File: config.mk
export PLATFORM = sky130hd
export DESIGN_NAME = xint_sense_flag
export DESIGN_NICKNAME = d
export VERILOG_FILES = /design/src/rtl/xint_pkg.sv /design/src/rtl/xint_sync.sv /design/src/rtl/xint_sense.sv /design/src/rtl/xint_flag_bit.sv /design/src/rtl/xint_sense_flag.sv
export SDC_FILE = /design/constraint.sdc
export NUM_CORES = 1
export LEC_CHECK = 0
export BUFFER_PORTS_ARGS = -buffer_cell sky130_fd_sc_hd__buf_2
export CORE_AREA = 2 2 39 41
export DETAILED_ROUTE_END_ITERATION = 12
export DIE_AREA = 0 0 41 43
export GPL_TIMING_DRIVEN = 0
export SETUP_SLACK_MARGIN = 0.02
export SYNTH_ARGS = -nofsm -noshare
export SYNTH_HDL_FRONTEND = slang
export SYNTH_HIERARCHICAL = 1
export SYNTH_SLANG_ARGS = --single-unit
File: constraint.sdc
create_clock -name clk -period 1.3 [get_ports clk]
set_input_delay 0.26 -clock clk [delete_from_list [all_inputs] [get_ports clk]]
set_output_delay 0.26 -clock clk [all_outputs]
set_load 0.03 [all_outputs]
File: src/rtl/xint_pkg.sv
// Shared types for the external interrupt sense unit.
// Assumes the sense code is driven from a control register field.
package xint_pkg;
    timeunit 1ns;
    timeprecision 100ps;

    // Sense selection; 00 is level so a cleared control register picks it.
    typedef enum logic [1:0] {
        SENSE_LOW  = 2'b00,
        SENSE_ANY  = 2'b01,
        SENSE_FALL = 2'b10,
        SENSE_RISE = 2'b11
    } sense_mode_e;
endpackage

File: src/rtl/xint_sync.sv
// Multi-stage synchronizer for an asynchronous pin.
// Assumes the pin is quasi-static relative to the clock; output lags by STAGES edges.
module xint_sync #(
    parameter int   STAGES  = 2,
    parameter logic RST_VAL = 1'b1
) (
    input  logic clk,
    input  logic rst_n,
    input  logic d,
    output logic q
);
    timeunit 1ns;
    timeprecision 100ps;

    logic [STAGES-1:0] chain;

    genvar g;
    generate
        for (g = 0; g < STAGES; g++) begin : g_stage
            // Shift the pin one stage further into the clock domain.
            always_ff @(posedge clk) begin
                if (!rst_n) begin
                    chain[g] <= RST_VAL;
                end else if (g == 0) begin
                    chain[g] <= d;
                end else begin
                    chain[g] <= chain[(g == 0) ? 0 : g-1];
                end
            end
        end
    endgenerate

    assign q = chain[STAGES-1];
endmodule

File: src/rtl/xint_sense.sv
// Turns the synchronized pin into a one-cycle edge event or a level request.
// Assumes pin_s is already in the clock domain; idle level is high.
module xint_sense
    import xint_pkg::*;
(
    input  logic        clk,
    input  logic        rst_n,
    input  logic        pin_s,
    input  sense_mode_e mode,
    output logic        edge_evt,
    output logic        level_act
);
    timeunit 1ns;
    timeprecision 100ps;

    logic prev;
    logic rise;
    logic fall;

    // Remember last cycle's sample for edge comparison.
    always_ff @(posedge clk) begin
        if (!rst_n) prev <= 1'b1;
        else        prev <= pin_s;
    end

    assign rise = pin_s & ~prev;
    assign fall = ~pin_s & prev;

    // Choose the event kind selected by the sense mode.
    always_comb begin
        edge_evt  = 1'b0;
        level_act = 1'b0;
        unique case (mode)
            SENSE_LOW:  level_act = ~pin_s;
            SENSE_ANY:  edge_evt  = rise | fall;
            SENSE_FALL: edge_evt  = fall;
            SENSE_RISE: edge_evt  = rise;
            default:    edge_evt  = 1'b0;
        endcase
    end
endmodule

File: src/rtl/xint_flag_bit.sv
// One sticky interrupt flag.
// Priority: forced clear, then set, then write-one or acknowledge clear.
module xint_flag_bit (
    input  logic clk,
    input  logic rst_n,
    input  logic set_i,
    input  logic wclr_i,
    input  logic ack_i,
    input  logic force_clr_i,
    output logic q
);
    timeunit 1ns;
    timeprecision 100ps;

    // Update the flag; a set in the same cycle as a clear wins.
    always_ff @(posedge clk) begin
        if (!rst_n)                q <= 1'b0;
        else if (force_clr_i)      q <= 1'b0;
        else if (set_i)            q <= 1'b1;
        else if (wclr_i || ack_i)  q <= 1'b0;
    end
endmodule

File: src/rtl/xint_sense_flag.sv
// External interrupt sense unit with its flag register.
// Holds the pin event flag and a timer overflow flag; raises gated requests.
// Assumes wr_en and ack pulses last one cycle and tmr_ovf is a one-cycle pulse.
module xint_sense_flag
    import xint_pkg::*;
#(
    parameter int REG_W       = 8,
    parameter int EXT_BIT     = 6,
    parameter int TMR_BIT     = 4,
    parameter int SYNC_STAGES = 2
) (
    input  logic             clk,
    input  logic             rst_n,
    input  logic             pin_raw,
    input  logic [1:0]       sense_mode,
    input  logic             ext_en,
    input  logic             tmr_en,
    input  logic             gie,
    input  logic             tmr_ovf,
    input  logic             wr_en,
    input  logic [REG_W-1:0] wr_data,
    input  logic             ack_ext,
    input  logic             ack_tmr,
    output logic [REG_W-1:0] flag_rd,
    output logic             irq_ext,
    output logic             irq_tmr
);
    timeunit 1ns;
    timeprecision 100ps;

    localparam logic [REG_W-1:0] FLAG_MASK =
        (REG_W'(1) << EXT_BIT) | (REG_W'(1) << TMR_BIT);

    sense_mode_e mode_e;
    logic        pin_s;
    logic        edge_evt;
    logic        level_act;
    logic        level_mode;
    logic        ext_flag;
    logic        tmr_flag;
    logic        wr_unused;

    assign mode_e     = sense_mode_e'(sense_mode);
    assign level_mode = (mode_e == SENSE_LOW);
    assign wr_unused  = ^(wr_data & ~FLAG_MASK);

    xint_sync #(.STAGES(SYNC_STAGES), .RST_VAL(1'b1)) u_sync (
        .clk (clk), .rst_n (rst_n), .d (pin_raw), .q (pin_s)
    );

    xint_sense u_sense (
        .clk (clk), .rst_n (rst_n), .pin_s (pin_s), .mode (mode_e),
        .edge_evt (edge_evt), .level_act (level_act)
    );

    xint_flag_bit u_ext_flag (
        .clk (clk), .rst_n (rst_n), .set_i (edge_evt),
        .wclr_i (wr_en & wr_data[EXT_BIT]), .ack_i (ack_ext),
        .force_clr_i (level_mode), .q (ext_flag)
    );

    xint_flag_bit u_tmr_flag (
        .clk (clk), .rst_n (rst_n), .set_i (tmr_ovf),
        .wclr_i (wr_en & wr_data[TMR_BIT]), .ack_i (ack_tmr),
        .force_clr_i (1'b0), .q (tmr_flag)
    );

    // Assemble the read value; reserved bits and the level-mode flag read zero.
    always_comb begin
        flag_rd          = '0;
        flag_rd[EXT_BIT] = ext_flag & ~level_mode;
        flag_rd[TMR_BIT] = tmr_flag;
    end

    // Gate each request with its enable and the global enable.
    always_comb begin
        irq_ext = gie & ext_en & (level_mode ? level_act : ext_flag);
        irq_tmr = gie & tmr_en & tmr_flag;
    end
endmodule

Yosys cells after proc, flatten, opt, wreduce, memory -nomap -nowiden
Cells that the tools add are included.

Logic and storage cells: 34. Output and inout bits: 10. Flip-flop bits (word level): 5.

Bitwise operators: 14. Equality and inequality tests: 3. Muxes and demuxes: 6. Reduce and logical (&&, ||, !) cells: 6.

Operators with widths (count): 1-bit bitwise AND (9); 1-bit 2-to-1 mux (5); 2-bit == test, second input constant (2); 1-bit inverter (4); 2-bit nonzero test (2); 1-bit one-hot mux with 3 select lines (1); 2-bit by 1-bit == test with 1-bit output, second input constant (1); 2-bit zero test (1); 1-bit logical OR (2); 2-bit OR reduction (1); 1-bit OR (1).

Logic depth before layout (Yosys ltp)
Depth after elaboration: 5. Depth in mapped cells: 5. Depth with buffers taken out: 5.

By module
Netlist, hierarchy kept.

Modules (own cells, without submodules): xint_sense_flag (instances 1, area each 103.8 um^2, cells an instance 15, seq. area each 0.0 um^2); xint_flag_bit (instances 2, area each 46.3 um^2, cells an instance 4, seq. area each 20.0 um^2); xint_sense (instances 1, area each 87.6 um^2, cells an instance 10, seq. area each 20.0 um^2); xint_sync (instances 1, area each 52.6 um^2, cells an instance 4, seq. area each 40.0 um^2).

Worst setup path after synthesis
OpenSTA, ideal clock, no wires.

Path kind: reg-to-output. Start point: register u_ext_flag.q. End point: output irq_ext. Setup slack: 0.082 ns. Buffers on the path: 0. Stages on the path, launching flop included: 3. Required time: 1.040 ns. Arrival time: 0.958 ns. Cells stage by stage: dfxtp_1 > o21a_1 > o211a_1.

Word-level cells in the longest chain between the ends: 2.

RTL lines: start: declaration (line xint_flag_bit.sv:10) `output logic q`; start signal: assignment (line xint_flag_bit.sv:17) `if (!rst_n) q <= 1'b0;`; start signal: assignment (line xint_flag_bit.sv:18) `else if (force_clr_i) q <= 1'b0;`; start signal: assignment (line xint_flag_bit.sv:19) `else if (set_i) q <= 1'b1;`; 1-bit 2-to-1 mux (line xint_sense_flag.sv:77) `irq_ext = gie & ext_en & (level_mode ? level_act : ext_flag);`; 1-bit bitwise AND (line xint_sense_flag.sv:77); end: declaration (line xint_sense_flag.sv:25) `output logic irq_ext,`.

No other way between the ends.

Worst setup path after layout
Start point: register u_sync.chain[1] (netlist: u_sync/q). End point: output irq_ext.

Word-level cells in the longest chain between the ends: 3.

RTL lines: start: declaration (line xint_sync.sv:15) `logic [STAGES-1:0] chain;`; start signal: indexed assignment (line xint_sync.sv:27) `chain[g] <= chain[(g == 0) ? 0 : g-1];`; 1-bit inverter (line xint_sense.sv:34) `SENSE_LOW: level_act = ~pin_s;`; via level_act (line xint_sense_flag.sv:37) `logic level_act;`; 1-bit 2-to-1 mux (line xint_sense_flag.sv:77); 1-bit bitwise AND (line xint_sense_flag.sv:77).

The timed path passes the listed nets, and every way through them passes these cells.

==> results.toml <==
[critical_path]
critPathSlowestCell = "dfxtp_2"
path_class = "reg2out"
arrival_ps = 1090
critical_path.max_fanout = 2
path_cells = "nor3_2, nor3b_2, o211a_1, buf_6"
worst_r2r_path_depth = 6
start_kind = "flop"
setup.worst_path.end_class = "output pin"
r2r-end = "u_ext_flag/q$_SDFFE_PP0P_"
reg2reg_setup_slack_ps = 120
critical_path.max_stage_delay_ps = 320
cp.required_ps = 1040
r2r_start = "u_sync/q$_SDFF_PN1_"

[clock_tree]
clk-insertion-delay-late_ps = 240
cts_max_level = 1
cts.clk_slew.worst_paths_ps = 40
cts_inserted_buffers = 3
cts_tree = "built"
cts_buffer_depth = 2
cts_sinks = 5
root_buffer = "clkbuf_4"

[die]
ios = 30
core_sq_um = 1380
fp.dieArea_sq_um = 1760
initial_utilization_pct = 24.3
die_h_um = 43
rows = 14
dieWidth_um = 41

[sta]
setup_slack_ps = -54.4
rsz0062_at_grt = "yes"
setup_viol = 1
slew_violations = 0
fin_crit_ps = 1350
final_hold_viol_count = 0
clock_skew_ps = 1.73
max_freq_mhz = 738
setup_tns_ps = -54.4
period_share_pct = 104

[run]
cap_violations = 0

[final_layout]
utilization_pct = 37.3
area_growth_syn_to_layout_pct = 53.2
final_cell_area_sq_um = 515
multi_input_area_sq_um = 201
fillCellCount = 156
fin_cells = 81
seq_area_sq_um = 101
drive_gt1_share_pct = 50.8
diodes = 0
layout.nets = 88

[global_route]
grt_start_max_net_pins = 7
grt_pass1_vias = 259
overflow = 0
antenna_found_initial = 0
grt_pass1_wl_um = 897
track_usage_pct = 7.75

[synthesis]
yosys_warnings = 6
synth-async-reset-ratio_pct = 0
syn_avg_cell_area_sq_um = 9.10
syn_inst = 37
ys_top_cells_by_count = "buf_4, dfxtp_1, inv_1"
synth.distinct_cells = 16
yosysMostFrequentCell = "buf_4"
yosys.area.top_type = "dfxtp_1"
synth.top_cell.area_share_pct = 29.7
ys_ff_latch = 5
yosysSeqAreaShare_pct = 29.7
netlist_area_sq_um = 337
synth_area_leaders = "dfxtp_1, buf_4, o211a_1"
synth_edf_count = 0
synth_flop_cell = "dfxtp_1"

[power_and_ir_drop]
ir_drop_v = 0.000377
power_w = 0.000437
p_per_area_nw_per_um2 = 847
leakagePower_nw = 0.314

[min_path]
hold_path.class = "in2reg"
holdPathStages = 2
hold_start = "pin_raw"
whs_endpoint = "u_sync/chain[0]$_SDFF_PN1_"

[placement]
place_area_sq_um = 464
dp_hpwl_um = 468
gp_congestion = 0.614
dpl.cell_count = 76
port_buffers = 17

[run_status]
run_status = "finished with violations"
failed_checks = "setup timing"

[drt]
drtAntennaViolNets = 0
first_iter_violations = 2
vias_per_cell = 3.72
vias = 301
drc = 0
drt_wl_total_um = 573
first_pass_iters = 2
wire_per_inst_um = 7.07
-- area by class of cell --
| class | count | share of cell area [%] |
|---|---|---|
| multi-input combinational | 27 | 39.1 |
| sequential | 5 | 19.7 |
| buffer | 7 | 10.2 |
| inverter | 4 | 2.91 |
| timing repair buffer | 18 | 19.2 |
| clock buffer | 4 | 5.10 |
| tap | 16 | 3.88 |
-- how the worst max path moves through the flow --
stage                         startpoint  endpoint  slack, ps  cells after the start
3_5_place_dp               sense_mode[1]   irq_ext        -40                      5
3_3_place_gp               sense_mode[1]   irq_ext        -40                      5
6_report             u_sync/q$_SDFF_PN1_   irq_ext        -50                      4
5_1_grt              u_sync/q$_SDFF_PN1_   irq_ext       -130                      4
4_1_cts              u_sync/q$_SDFF_PN1_   irq_ext       -100                      4
2_1_floorplan  u_ext_flag/q$_SDFFE_PP0P_   irq_ext         80                      2
-- through the flow --
stage / setup WS, ps / hold slack, ps
after CTS: -99.7 / 188
after floorplan: 81.9 / 329
final: -54.4 / 198
after detailed placement: -42.5 / 402
after global placement: -42.8 / 389
after global routing: -126 / 220
-- layer usage --
| layer | routed length (um) | GRT usage [%] |
|---|---|---|
| met5 | 0 | 0 |
| met4 | 0 | 6.00 |
| met3 | 56 | 3.14 |
| met2 | 292 | 12.5 |
| met1 | 224 | 7.12 |
-- flip-flops by register name (all words and copies together), names as in the netlist --
signal and count:
u_ext_flag/q 1, u_sense/prev 1, u_sync/chain 1, u_sync/q 1, u_tmr_flag/q 1
-- critical path: cells and delay by family, from the launching register on --
kind | cells | cell delay [ps]
AO/OA/AOI/OAI | 1 | 160
flip-flops | 1 | 320
AND/OR/NAND/NOR | 2 | 250
buffers and inverters | 1 | 130
-- power by group --
| group | switching [W] | internal [W] | total (W) |
|---|---|---|---|
| Sequential | 0.00000283 | 0.000160 | 0.000163 |
| Clock | 0.0000617 | 0.000116 | 0.000178 |
| Combinational | 0.0000524 | 0.0000435 | 0.0000959 |
-- layout by cell type, fill, tap and decap left out, drive strengths merged --
master	Yosys	layout
conb	1	7
ha	2	2
mux2i	2	2
dfxtp	5	5
nor3	1	1
nand2b	3	3
and2	2	2
nand2	1	1
clkbuf	0	4
inv	4	4
nor2	1	1
o211a	3	3
and3	1	1
buf	7	25
o21a	1	1
nor3b	3	3
-- logic make-up after synthesis --
| family | after synthesis | synth area share, % |
|---|---|---|
| AND/OR/NAND/NOR | 12 | 24.5 |
| buffers and inverters | 11 | 20.1 |
| flip-flops | 5 | 29.7 |
| AO/OA/AOI/OAI | 4 | 11.2 |
| multiplexers | 2 | 5.95 |
| adder cells (fa/ha/maj) | 2 | 7.43 |
| other | 1 | 1.11 |
-- repair_timing --
| item | in CTS | in global routing |
|---|---|---|
| endpoints found under the setup margin | 1 | 2 |
| resized for setup | 5 | 0 |
| pin swaps | 2 | 3 |
| buffers inserted | 1 | 0 |
| hold buffers | 0 | 0 |
Power figures use the tool's default switching activity.
